===== src/rtl/sws_pkg.sv =====
package sws_pkg;

  typedef enum logic [2:0] {
    ST_IDLE,
    ST_SETUP,
    ST_PULSE,
    ST_STREAM,
    ST_HOLD
  } sws_state_e;

  function automatic int max2(input int a, input int b);
    return (a > b) ? a : b;
  endfunction

endpackage


===== src/rtl/sws_phase_timer.sv =====
module sws_phase_timer #(
  parameter int CW = 4
) (
  input  logic          clk_i,
  input  logic          rst_ni,
  input  logic          load_i,
  input  logic [CW-1:0] load_val_i,
  output logic          done_o
);

  logic [CW-1:0] cnt_q;

  always_ff @(posedge clk_i or negedge rst_ni) begin
    if (!rst_ni)             cnt_q <= '0;
    else if (load_i)         cnt_q <= load_val_i;
    else if (cnt_q != '0)    cnt_q <= cnt_q - CW'(1);
  end

  assign done_o = (cnt_q == '0);

endmodule


===== src/rtl/sws_addr_gen.sv =====
module sws_addr_gen #(
  parameter int AW = 8
) (
  input  logic          clk_i,
  input  logic          rst_ni,
  input  logic          load_i,
  input  logic          step_i,
  input  logic          gray_i,
  input  logic [AW-1:0] base_i,
  output logic [AW-1:0] addr_o
);

  logic [AW-1:0] bin_q, bin_d, gray_d, addr_q;
  logic          gray_q, gray_sel;

  assign bin_d    = load_i ? base_i : bin_q + AW'(1);
  assign gray_sel = load_i ? gray_i : gray_q;

  for (genvar i = 0; i < AW; i++) begin : g_gray
    if (i == AW - 1) begin : g_msb
      assign gray_d[i] = bin_d[i];
    end else begin : g_bit
      assign gray_d[i] = bin_d[i] ^ bin_d[i+1];
    end
  end

  always_ff @(posedge clk_i or negedge rst_ni) begin
    if (!rst_ni) begin
      bin_q  <= '0;
      addr_q <= '0;
      gray_q <= 1'b0;
    end else if (load_i || step_i) begin
      bin_q  <= bin_d;
      addr_q <= gray_sel ? gray_d : bin_d;
      gray_q <= gray_sel;
    end
  end

  assign addr_o = addr_q;

endmodule


===== src/rtl/sws_data_launch.sv =====
module sws_data_launch #(
  parameter int DW = 16
) (
  input  logic          clk_i,
  input  logic          rst_ni,
  input  logic          cap_i,
  input  logic [DW-1:0] data_i,
  output logic [DW-1:0] data_o
);

  logic [DW-1:0] stage_q, out_q;

  always_ff @(posedge clk_i or negedge rst_ni) begin
    if (!rst_ni)    stage_q <= '0;
    else if (cap_i) stage_q <= data_i;
  end

  // launch half a cycle after the address edge
  always_ff @(negedge clk_i or negedge rst_ni) begin
    if (!rst_ni) out_q <= '0;
    else         out_q <= stage_q;
  end

  assign data_o = out_q;

endmodule


===== src/rtl/sram_wr_seq.sv =====
module sram_wr_seq
  import sws_pkg::*;
#(
  parameter int AW         = 8,
  parameter int DW         = 16,
  parameter int SETUP_CYC  = 2,
  parameter int DSETUP_CYC = 3,
  parameter int PULSE_CYC  = 2,
  parameter int HOLD_CYC   = 2
) (
  input  logic          clk_i,
  input  logic          rst_ni,
  input  logic          req_valid_i,
  output logic          req_ready_o,
  input  logic [AW-1:0] req_addr_i,
  input  logic [DW-1:0] req_data_i,
  input  logic          req_stream_i,
  input  logic          req_last_i,
  output logic [AW-1:0] sram_addr_o,
  output logic [DW-1:0] sram_data_o,
  output logic          sram_data_oe_o,
  output logic          sram_we_n_o,
  output logic          sram_oe_n_o
);

  localparam int SETUP_L = max2(SETUP_CYC, 1);
  localparam int PULSE_L = max2(max2(DSETUP_CYC, PULSE_CYC), 1);
  localparam int HOLD_L  = max2(HOLD_CYC, 1);
  localparam int LONGEST = max2(max2(SETUP_L, PULSE_L), HOLD_L);
  localparam int CW      = $clog2(LONGEST + 1);

  sws_state_e    state_q, state_d;
  logic          stream_q, stream_d;
  logic          tmr_load, tmr_done;
  logic [CW-1:0] tmr_val;
  logic          accept, addr_load, addr_step;

  always_comb begin
    state_d  = state_q;
    stream_d = stream_q;
    tmr_load = 1'b0;
    tmr_val  = '0;
    unique case (state_q)
      ST_IDLE: if (req_valid_i) begin
        state_d  = ST_SETUP;
        tmr_load = 1'b1;
        tmr_val  = CW'(SETUP_L - 1);
        stream_d = req_stream_i & ~req_last_i;
      end
      ST_SETUP: if (tmr_done) begin
        state_d  = ST_PULSE;
        tmr_load = 1'b1;
        tmr_val  = CW'(PULSE_L - 1);
      end
      ST_PULSE: if (tmr_done) begin
        if (stream_q) begin
          state_d = ST_STREAM;
        end else begin
          state_d  = ST_HOLD;
          tmr_load = 1'b1;
          tmr_val  = CW'(HOLD_L - 1);
        end
      end
      // strobe held; each accepted word moves the address
      ST_STREAM: if (req_valid_i && req_last_i) begin
        state_d  = ST_PULSE;
        stream_d = 1'b0;
        tmr_load = 1'b1;
        tmr_val  = CW'(PULSE_L - 1);
      end
      ST_HOLD: if (tmr_done) state_d = ST_IDLE;
      default: state_d = ST_IDLE;
    endcase
  end

  always_ff @(posedge clk_i or negedge rst_ni) begin
    if (!rst_ni) begin
      state_q  <= ST_IDLE;
      stream_q <= 1'b0;
    end else begin
      state_q  <= state_d;
      stream_q <= stream_d;
    end
  end

  assign req_ready_o = (state_q == ST_IDLE) || (state_q == ST_STREAM);
  assign accept      = req_valid_i && req_ready_o;
  assign addr_load   = req_valid_i && (state_q == ST_IDLE);
  assign addr_step   = req_valid_i && (state_q == ST_STREAM);

  sws_phase_timer #(.CW(CW)) u_timer (
    .clk_i      (clk_i),
    .rst_ni     (rst_ni),
    .load_i     (tmr_load),
    .load_val_i (tmr_val),
    .done_o     (tmr_done)
  );

  sws_addr_gen #(.AW(AW)) u_addr (
    .clk_i  (clk_i),
    .rst_ni (rst_ni),
    .load_i (addr_load),
    .step_i (addr_step),
    .gray_i (req_stream_i),
    .base_i (req_addr_i),
    .addr_o (sram_addr_o)
  );

  sws_data_launch #(.DW(DW)) u_data (
    .clk_i  (clk_i),
    .rst_ni (rst_ni),
    .cap_i  (accept),
    .data_i (req_data_i),
    .data_o (sram_data_o)
  );

  assign sram_we_n_o    = !((state_q == ST_PULSE) || (state_q == ST_STREAM));
  assign sram_data_oe_o = (state_q == ST_PULSE) || (state_q == ST_STREAM) ||
                          (state_q == ST_HOLD);
  assign sram_oe_n_o    = 1'b1;

endmodule


===== config.mk =====
export PLATFORM = sky130hd
export DESIGN_NAME = sram_wr_seq
export DESIGN_NICKNAME = d
export VERILOG_FILES = /design/src/rtl/sws_pkg.sv /design/src/rtl/sws_phase_timer.sv /design/src/rtl/sws_addr_gen.sv /design/src/rtl/sws_data_launch.sv /design/src/rtl/sram_wr_seq.sv
export SDC_FILE = /design/constraint.sdc
export NUM_CORES = 1
export LEC_CHECK = 0
export ABC_AREA = 0
export BUFFER_PORTS_ARGS = -buffer_cell sky130_fd_sc_hd__buf_2
export CORE_ASPECT_RATIO = 2
export CORE_MARGIN = 4
export CORE_UTILIZATION = 53
export CTS_CLUSTER_SIZE = 24
export DETAILED_ROUTE_END_ITERATION = 10
export HOLD_SLACK_MARGIN = 0.02
export PLACE_DENSITY = 0.89
export SLEW_MARGIN = 10
export SYNTH_ARGS = -nofsm -noshare
export SYNTH_HDL_FRONTEND = slang
export SYNTH_SLANG_ARGS = --single-unit

===== constraint.sdc =====
create_clock -name clk_i -period 2.3 [get_ports clk_i]
set_input_delay 0.575 -clock clk_i [delete_from_list [all_inputs] [get_ports clk_i]]
set_output_delay 0.575 -clock clk_i [all_outputs]
set_load 0.02 [all_outputs]

==> summary.txt, run 1 <==
Run status
  • Status: complete, but fails checks
  • Violated checks: setup timing

Critical path
  • Worst setup SP type: flip-flop
  • Buf/Inv on CP: 1
  • CP endpoint kind: primary output
  • WS Path Type: flip-flop to primary output
  • CP top delay family: flip-flops
  • Worst-path cell chain: buf_6
  • CP max FO: 1
  • Max incr delay on CP: 440 ps
  • Critical Path AT: 2020 ps
  • Worst path required time: 1730 ps
  • Crit path max-delay cell type: dfrtn_1

Finish
  • Finished Cell Area: 0.00296 mm2
  • Multi-input gate area: 913 um2
  • ANT cells: 0
  • Reg area: 0.00135 mm2
  • Fillers: 337
  • Area growth syn-to-layout: 24.9%
  • Nets: 326
  • Share of layout cells above drive strength 1: 0.294

Global routing
  • Total GRT Usage: 0.195
  • Vias in the first global route: 1,965
  • First-pass GRT wire length: 8860 um
  • GRT Residual Overflow: 0
  • Largest net degree at the start of global routing: 29
  • Initial antenna violation count: 0

Die
  • Row count: 34
  • Die W: 55.3 um
  • Full die area: 0.00568 mm2
  • Core Footprint: 0.00434 mm2
  • I/O pin count: 57
  • Die height: 103 um
  • Starting Density: 0.547

CTS
  • Root Buffer: clkbuf_8
  • Clock sinks: 54
  • Post-CTS Setup Repair Bufs: 0
  • Number of buffers created by CTS: 5
  • H-Tree Level Count: 2
  • Worst skew pair latency: 300 ps
  • Clock slew at reported path FFs: 90 ps
  • Post-CTS Hold Fix Bufs: 0
  • Max Buffers Root-to-Sink: 2
  • CTS tree: yes

Detailed routing
  • DR vias: 1,876
  • First drt pass iteration count: 5
  • Final WL: 5100 um
  • DR iter-0 viols: 22
  • Vias per cell: 5.36
  • Drt drc: 0
  • Remaining antenna violation count after routing: 0
  • Routed wire length per instance: 14.6 um

STA
  • Max Slew Vio Count: 0
  • Worst Skew: 5.80 ps
  • RSZ-0062 raised after global routing: true
  • Max-Slew Margin vs Limit: 0.649
  • Setup ws final: -299 ps
  • Fin. Hold Viols: 0
  • Setup violations, final: 16
  • Worst Tran Pin Value: 523 ps

Synthesis
  • Syn. warnings: 0
  • Post-synthesis cell count: 233
  • Main synth FF type: dfrtp_1
  • Area share of the largest cell type after synthesis: 0.401
  • Most frequent cell after synthesis: nand2_1
  • Syn Area/Cell: 10.2 um2
  • Post-Syn Area: 0.00237 mm2
  • Seq cells post-synth: 54
  • Commonest cells in the netlist: nand2_1 (72), dfrtp_1 (38), dfrtn_1 (16), nor2_1 (12), o21ai_0 (9)
  • Unique masters post-synth: 46
  • Asr flop ratio synth: 1.00
  • Largest area contributor in the netlist: dfrtp_1
  • Seq/Total Area, Yosys: 0.570
  • Number of synthesized flops with an enable pin: 0
  • Syn_nets: 264
  • Ranking of synthesized cells by area: dfrtp_1 (40%), dfrtn_1 (17%), nand2_1 (11%)

Power and ir drop
  • Leakage: 1.48 nW
  • Switch Pwr: 0.00190 W
  • Sequential power share: 0.365
  • Clk pwr share: 0.147
  • Power per cell area: 1570 mW/mm2
  • Sw frac: 0.410
  • Internal power: 0.00274 W
  • Combinational share of power: 0.488
  • Maximum VDD drop: 1.12 mV

Placement
  • Worst slack at placement: 20.9 ps
  • Placed instance area: 0.00273 mm2
  • Port buffer count: 55
  • GP Congestion: 0.834
  • Dpl hpwl: 3830 um

Job
  • MaxCap Viol Count: 0

Min path
  • HP Class: primary input to asynchronous set/reset pin
-- cells by family after synthesis --
logic type | after synthesis | share of synthesized area
simple gates | 109 | 0.217
flops | 54 | 0.570
compound gates | 32 | 0.0886
buf+inv | 19 | 0.0454
xor+xnor | 12 | 0.0443
mux | 4 | 0.0227
fa+ha+maj | 2 | 0.0105
other cells | 1 | 0.00158
-- repair_timing --
action,CTS,global route
hold endpoints to repair,0,0
setup endpoints to repair,16,16
pin swaps,0,0
resized for setup,31,1
-- power groups by stage --
stage / clock network (W) / logic, W / registers, W
6_report: 0.000684 / 0.00227 / 0.00169
4_1_cts: 0.000694 / 0.00227 / 0.00169
2_1_floorplan: 0 / 0.00130 / 0.00186
3_5_place_dp: 0 / 0.00210 / 0.00168
3_3_place_gp: 0 / 0.00202 / 0.00164
5_1_grt: 0.000739 / 0.00251 / 0.00175
-- registers in the layout, indices dropped and copies added (netlist names) --
name and flops:
u_data.stage_q 16, u_addr.gray_q 1, u_addr.bin_q 7, u_timer.cnt_q 2
state_q 3, u_addr.addr_o 8, u_data.data_o 16, stream_q 1
-- final cells by class --
cell class,instances,area share
clock buffers,8,0.0447
repair buffers,69,0.162
well taps,54,0.0228
inverters,5,0.00633
multi-input cells,160,0.308
flip-flops and latches,54,0.456
-- path summary, 6_finish.rpt --
check	slack, ps	cells after the start	from	end
setup / recovery	-300	1	u_data.data_o[11]	sram_data_o[11]
hold / removal	230	1	rst_ni	u_data.stage_q[9]
setup reg to reg	320	6	state_q[0]	u_addr.addr_o[6]
hold reg to reg	480	2	u_data.stage_q[12]	u_data.stage_q[12]
max in group asynchronous	680	1	rst_ni	u_data.data_o[7]
min in group clk_i	460	3	req_data_i[2]	u_data.stage_q[2]
-- metal layers --
metal / routed length [um] / track usage
met1: 1700 / 0.187
met2: 2980 / 0.381
met3: 216 / 0.0388
met4: 193 / 0.105
met5: 0 / 0
-- cells in the final DEF (no fill, tap or decap), types with 5 or more instances in the layout --
master    netlist  layout
a21oi_1         6       6
buf_2           0      39
buf_4           3      14
buf_6           2      16
clkbuf_8        1       6
dfrtn_1        16      16
dfrtp_1        38      38
inv_1           5       5
nand2_1        72      72
nand3_1         5       5
nor2_1         12      12
o21ai_0         9       9
o21ai_1         5       5
xnor2_1         7       7
xor2_1          5       5
-- metrics by stage --
step / instances / hold slack (ps) / setup TNS (ps) / utilization / power [W]
finish: 350 / 227 / -4130 / 0.683 / 0.00465
global route: 350 / 241 / -4650 / 0.683 / 0.00500
CTS: 350 / 238 / -4240 / 0.682 / 0.00465
detailed placement: 342 / 465 / 0 / 0.629 / 0.00378
global placement: 342 / 457 / 0 / 0.629 / 0.00367
floorplan: 233 / 279 / 0 / - / 0.00317
No activity file was read; power rests on OpenSTA's default activity.
==> run 2: changes to the inputs <==
CELL_PAD_IN_SITES_DETAIL_PLACEMENT = 0   (was not set)
CELL_PAD_IN_SITES_GLOBAL_PLACEMENT = 1   (was not set)
CORE_UTILIZATION = 40   (was 53)
PLACE_DENSITY = 0.88   (was 0.89)
==> run 2 against run 1 <==
Effect of this change: the flow still finishes with violations (setup timing); flip-flop and latch count is the same; largest power group unchanged; non-clock buffer count down 1; die area grew 29%; combinational power hardly changed; critical path type unchanged.
==> summary.txt, run 2 (synthesized netlist as in run 1, its figures left out) <==
Run status
  • Status: complete, but fails checks
  • Violated checks: setup timing

Critical path
  • CP endpoint kind: primary output
  • Worst setup SP type: flip-flop
  • Critical Path AT: 2010 ps
  • WS Path Type: flip-flop to primary output
  • Crit path max-delay cell type: dfrtn_1
  • Max incr delay on CP: 420 ps
  • Buf/Inv on CP: 1
  • Critical Path Source: u_data.data_o[13]
  • Worst-path cell chain: buf_6
  • Worst path required time: 1730 ps
  • FF-to-FF Start: state_q[0]
  • CP top delay family: flip-flops
  • CP max FO: 1

Detailed routing
  • DR iter-0 viols: 34
  • First drt pass iteration count: 4
  • Vias per cell: 4.96
  • Remaining antenna violation count after routing: 0
  • Routed wire length per instance: 14.2 um
  • Drt drc: 0
  • DR vias: 1,767
  • Final WL: 5040 um

Die
  • Starting Density: 0.412
  • Die W: 62.5 um
  • Core Footprint: 0.00576 mm2
  • Die height: 117 um
  • I/O pin count: 57
  • Row count: 39
  • Full die area: 0.00730 mm2

Placement
  • GP Congestion: 0.890
  • Worst slack at placement: 34.1 ps
  • Dpl hpwl: 3730 um
  • Port buffer count: 55

CTS
  • Post-CTS Setup Repair Bufs: 0
  • Post-CTS Hold Fix Bufs: 0
  • Worst skew pair latency: 310 ps
  • Root Buffer: clkbuf_16
  • CTS tree: yes
  • H-Tree Level Count: 2
  • Clock slew at reported path FFs: 70 ps
  • Number of buffers created by CTS: 5
  • Max Buffers Root-to-Sink: 2
  • Clock sinks: 54

STA
  • Fin. Hold Viols: 0
  • RSZ-0062 raised after global routing: true
  • Hold Worst Slack: 230 ps
  • Setup violations, final: 16
  • Max Slew Vio Count: 0
  • Worst Tran Pin Value: 525 ps
  • Setup ws final: -281 ps
  • Worst Skew: 20.5 ps
  • Max-Slew Margin vs Limit: 0.648

Power and ir drop
  • Power per cell area: 1590 mW/mm2
  • Combinational share of power: 0.467
  • Switch Pwr: 0.00190 W
  • Maximum VDD drop: 1.06 mV
  • Leakage: 1.50 nW
  • Sequential power share: 0.351
  • Sw frac: 0.396
  • Clk pwr share: 0.182
  • Internal power: 0.00290 W

Global routing
  • Vias in the first global route: 1,801
  • Total GRT Usage: 0.148
  • Initial antenna violation count: 0
  • First-pass GRT wire length: 8450 um
  • GRT Residual Overflow: 0
  • Largest net degree at the start of global routing: 37

Finish
  • Nets: 325
  • Share of layout cells above drive strength 1: 0.292
  • Area growth syn-to-layout: 27.2%
  • Commonest non-fill, non-tap cell in the layout: nand2_1
  • Most frequent cells in the layout: nand2_1 (72), buf_2 (39), dfrtp_1 (38), buf_6 (16), dfrtn_1 (16)
  • ANT cells: 0

Job
  • MaxCap Viol Count: 0

Min path
  • HP Class: primary input to asynchronous set/reset pin
-- run 2: cell count changes in the layout (fill, tap and decap cells not counted), sizes merged --
cell	change
buf	-1
clkbuf	-3
bufinv	+1
inv	+2
-- run 2: worst paths after layout --
path	slack (ps)	end	depth (start not counted)
max in group asynchronous	830	u_data.data_o[3]	2
min in group clk_i	470	u_data.stage_q[9]	3
setup reg to reg	310	u_addr.addr_o[5]	6
hold / removal	230	u_data.stage_q[15]	2
hold reg to reg	470	u_data.stage_q[6]	2
setup / recovery	-280	sram_data_o[13]	1
-- run 2: timing repair --
item                                   in CTS  in global routing
setup endpoints to repair                  16                 16
cloned                                      0                  0
resized for setup                          28                  4
endpoints found under the hold margin       0                  0
-- run 2: final cells by class --
| cell class | count | area (um2) |
|---|---|---|
| clock buffers | 5 | 125 |
| flip-flops and latches | 54 | 1350 |
| repair buffers | 68 | 485 |
| well taps | 61 | 76.3 |
| fillers | 544 | 2740 |
| multi-input cells | 160 | 913 |
| inverters | 5 | 18.8 |
| clock inverters | 3 | 47.5 |
-- run 2: per-layer routing --
metal,track usage,share of wire,vias up
met3,0.0334,0.040,8
met4,0.0826,0.028,0
met1,0.154,0.36,831
met2,0.274,0.57,43
met5,0,0,-
li1,-,-,885
-- run 2: through the flow --
stage          total power, W  cell area, um2  cells   util  TNS (ps)
2_1_floorplan         0.00317            2370    233      -         0
3_3_place_gp          0.00373            2750    348  0.477         0
3_5_place_dp          0.00379            2750    348  0.477         0
4_1_cts               0.00484            3000    356  0.522     -4250
5_1_grt               0.00519            3020    356  0.524     -4610
6_report              0.00481            3020    356  0.524     -4130
-- run 2: power groups by stage --
stage	Sequential [W]	Clock [W]	Combinational, W
2_1_floorplan	0.00186	0	0.00130
3_3_place_gp	0.00165	0	0.00208
3_5_place_dp	0.00167	0	0.00212
4_1_cts	0.00168	0.000896	0.00226
5_1_grt	0.00175	0.000944	0.00250
6_report	0.00169	0.000874	0.00224
==> run 3: changes to the inputs <==
REMOVE_ABC_BUFFERS = 1   (was not set)
SKIP_LAST_GASP = 1   (was not set)
==> run 3 against run 2 <==
Effect of this change: the flow still finishes with violations (setup timing); sequential power hardly changed; die area is the same; clock skew barely moved; combinational power is essentially flat; routed wire length shrank 1.4%; register-to-register slack is essentially flat; utilization decreased by 0.83 points; via count rose by 1.2%; flip-flop and latch count did not move; count of clock-buffer cells in the layout increased by 2; critical path depth did not move; non-clock buffer count shrank 2; critical path type unchanged; critical endpoint is now sram_data_o[3]; largest cell class unchanged; largest power group unchanged.
==> summary.txt, run 3 (synthesized netlist as in run 1, its figures left out) <==
Power and ir drop
  • Maximum VDD drop: 0.636 mV
  • Combinational share of power: 0.479
  • Switch Pwr: 0.00186 W
  • Sw frac: 0.402
  • Internal power: 0.00277 W
  • Clk pwr share: 0.157
  • Total chip power: 0.00463 W
  • Leakage: 1.47 nW
  • Power per cell area: 1560 mW/mm2
  • Sequential power share: 0.364

Finish
  • Finished Cell Area: 0.00297 mm2
  • Area growth syn-to-layout: 25.2%
  • Final core occ: 0.516
  • Nets: 323
  • Most frequent cells in the layout: nand2_1 (72), buf_2 (39), dfrtp_1 (38), buf_6 (16), dfrtn_1 (16)
  • Share of layout cells above drive strength 1: 0.280
  • Multi-input gate area: 913 um2
  • Commonest non-fill, non-tap cell in the layout: nand2_1
  • ANT cells: 0
  • Reg area: 0.00135 mm2
  • Fillers: 557
  • Post-route insts no fill: 354

Run status
  • Status: complete, but fails checks
  • Violated checks: setup timing

Detailed routing
  • Final WL: 4970 um
  • Routed wire length per instance: 14.0 um
  • First drt pass iteration count: 4
  • Drt drc: 0
  • Vias per cell: 5.05
  • Remaining antenna violation count after routing: 0
  • DR iter-0 viols: 58
  • DR vias: 1,789

STA
  • Setup violations, final: 16
  • Setup ws final: -269 ps
  • Max-Slew Margin vs Limit: 0.654
  • Fin. Hold Viols: 0
  • Worst Skew: 20.5 ps
  • RSZ-0062 raised after global routing: true
  • Max Slew Vio Count: 0
  • Worst Tran Pin Value: 516 ps

Critical path
  • CP endpoint kind: primary output
  • Critical Path AT: 1990 ps
  • Worst setup SP type: flip-flop
  • WS Path Type: flip-flop to primary output
  • CP top delay family: flip-flops
  • CP max FO: 1
  • Worst path required time: 1730 ps
  • Worst-path cell chain: buf_6
  • FF-to-FF Start: state_q[0]
  • Buf/Inv on CP: 1
  • Crit path max-delay cell type: dfrtn_1
  • Critical Path Source: u_data.data_o[3]
  • Max incr delay on CP: 420 ps

CTS
  • Number of buffers created by CTS: 5
  • Worst skew pair latency: 310 ps
  • CTS tree: yes
  • Root Buffer: clkbuf_16
  • Max Buffers Root-to-Sink: 2
  • H-Tree Level Count: 2
  • Clock slew at reported path FFs: 70 ps
  • Post-CTS Setup Repair Bufs: 0
  • Clock sinks: 54

Placement
  • Dpl hpwl: 3620 um
  • Port buffer count: 55
  • Worst slack at placement: 23.5 ps
  • GP Congestion: 0.848
  • Dpl cells: 346
  • Placed instance area: 0.00273 mm2

Global routing
  • Initial antenna violation count: 0
  • Vias in the first global route: 1,852
  • Largest net degree at the start of global routing: 41
  • Total GRT Usage: 0.150
  • First-pass GRT wire length: 8550 um
  • GRT Residual Overflow: 0

Job
  • MaxCap Viol Count: 0

Die
  • Row count: 39
  • Die W: 62.5 um
  • Starting Density: 0.412
  • Full die area: 0.00730 mm2
  • Core Footprint: 0.00576 mm2
  • Die height: 117 um
  • I/O pin count: 57

Min path
  • HP Class: primary input to asynchronous set/reset pin
[run 3: cell count changes in the layout (fill, tap and decap cells not counted)]
cell,before,now
buf_4,12,10
bufinv_16,1,0
clkbuf_1,0,2
clkinvlp_4,0,1
inv_6,2,0
[run 3: layout make-up]
type	instances	area share
tap	61	0.0257
timing repair buffer	66	0.158
clock inverter	1	0.00253
multi-input combinational	160	0.307
sequential	54	0.455
clock buffer	7	0.0447
inverter	5	0.00632
[run 3: path summary, 6_finish.rpt]
check                      slack [ps]            endpoint  cells after the start
max                              -270      sram_data_o[3]                      1
min                               230  u_data.stage_q[15]                      2
max reg2reg                       300    u_addr.addr_o[4]                      5
min reg2reg                       470  u_data.stage_q[13]                      2
max in group asynchronous         830    u_data.data_o[1]                      2
min in group clk_i                470  u_data.stage_q[13]                      2
[run 3: per-stage QoR]
stage	setup TNS [ps]	hold WS, ps
global route	-4550	249
detailed placement	0	461
global placement	0	456
floorplan	-47.1	279
CTS	-4240	236
finish	-4090	228
[run 3: metal layers]
| metal | up-vias | routed length [um] | GRT usage |
|---|---|---|---|
| li1 | 881 | - | - |
| met1 | 866 | 1950 | 0.163 |
| met2 | 34 | 2690 | 0.269 |
| met3 | 8 | 223 | 0.0430 |
| met4 | 0 | 100 | 0.0693 |
| met5 | - | 0 | 0 |
[run 3: power by group through the flow]
stage	clock, W	sequential (W)	combinational (W)
floorplan	0	0.00192	0.00114
global placement	0	0.00165	0.00205
detailed placement	0	0.00168	0.00209
CTS	0.000750	0.00169	0.00224
global route	0.000786	0.00176	0.00248
finish	0.000726	0.00169	0.00222
[run 3: worst reg2reg max path, cell delays in order, from the launching register on]
cell	delay, ps
dfrtp_1	370
or4b_1	610
mux2i_4	260
nor4_1	390
xnor2_1	170
o21ai_1	70
[run 3: timing repair]
item / 4_1_cts / 5_1_grt
gates resized for setup: 29 / 3
pin swaps: 0 / 0
setup endpoints to repair: 16 / 16
hold buffers: 0 / 0
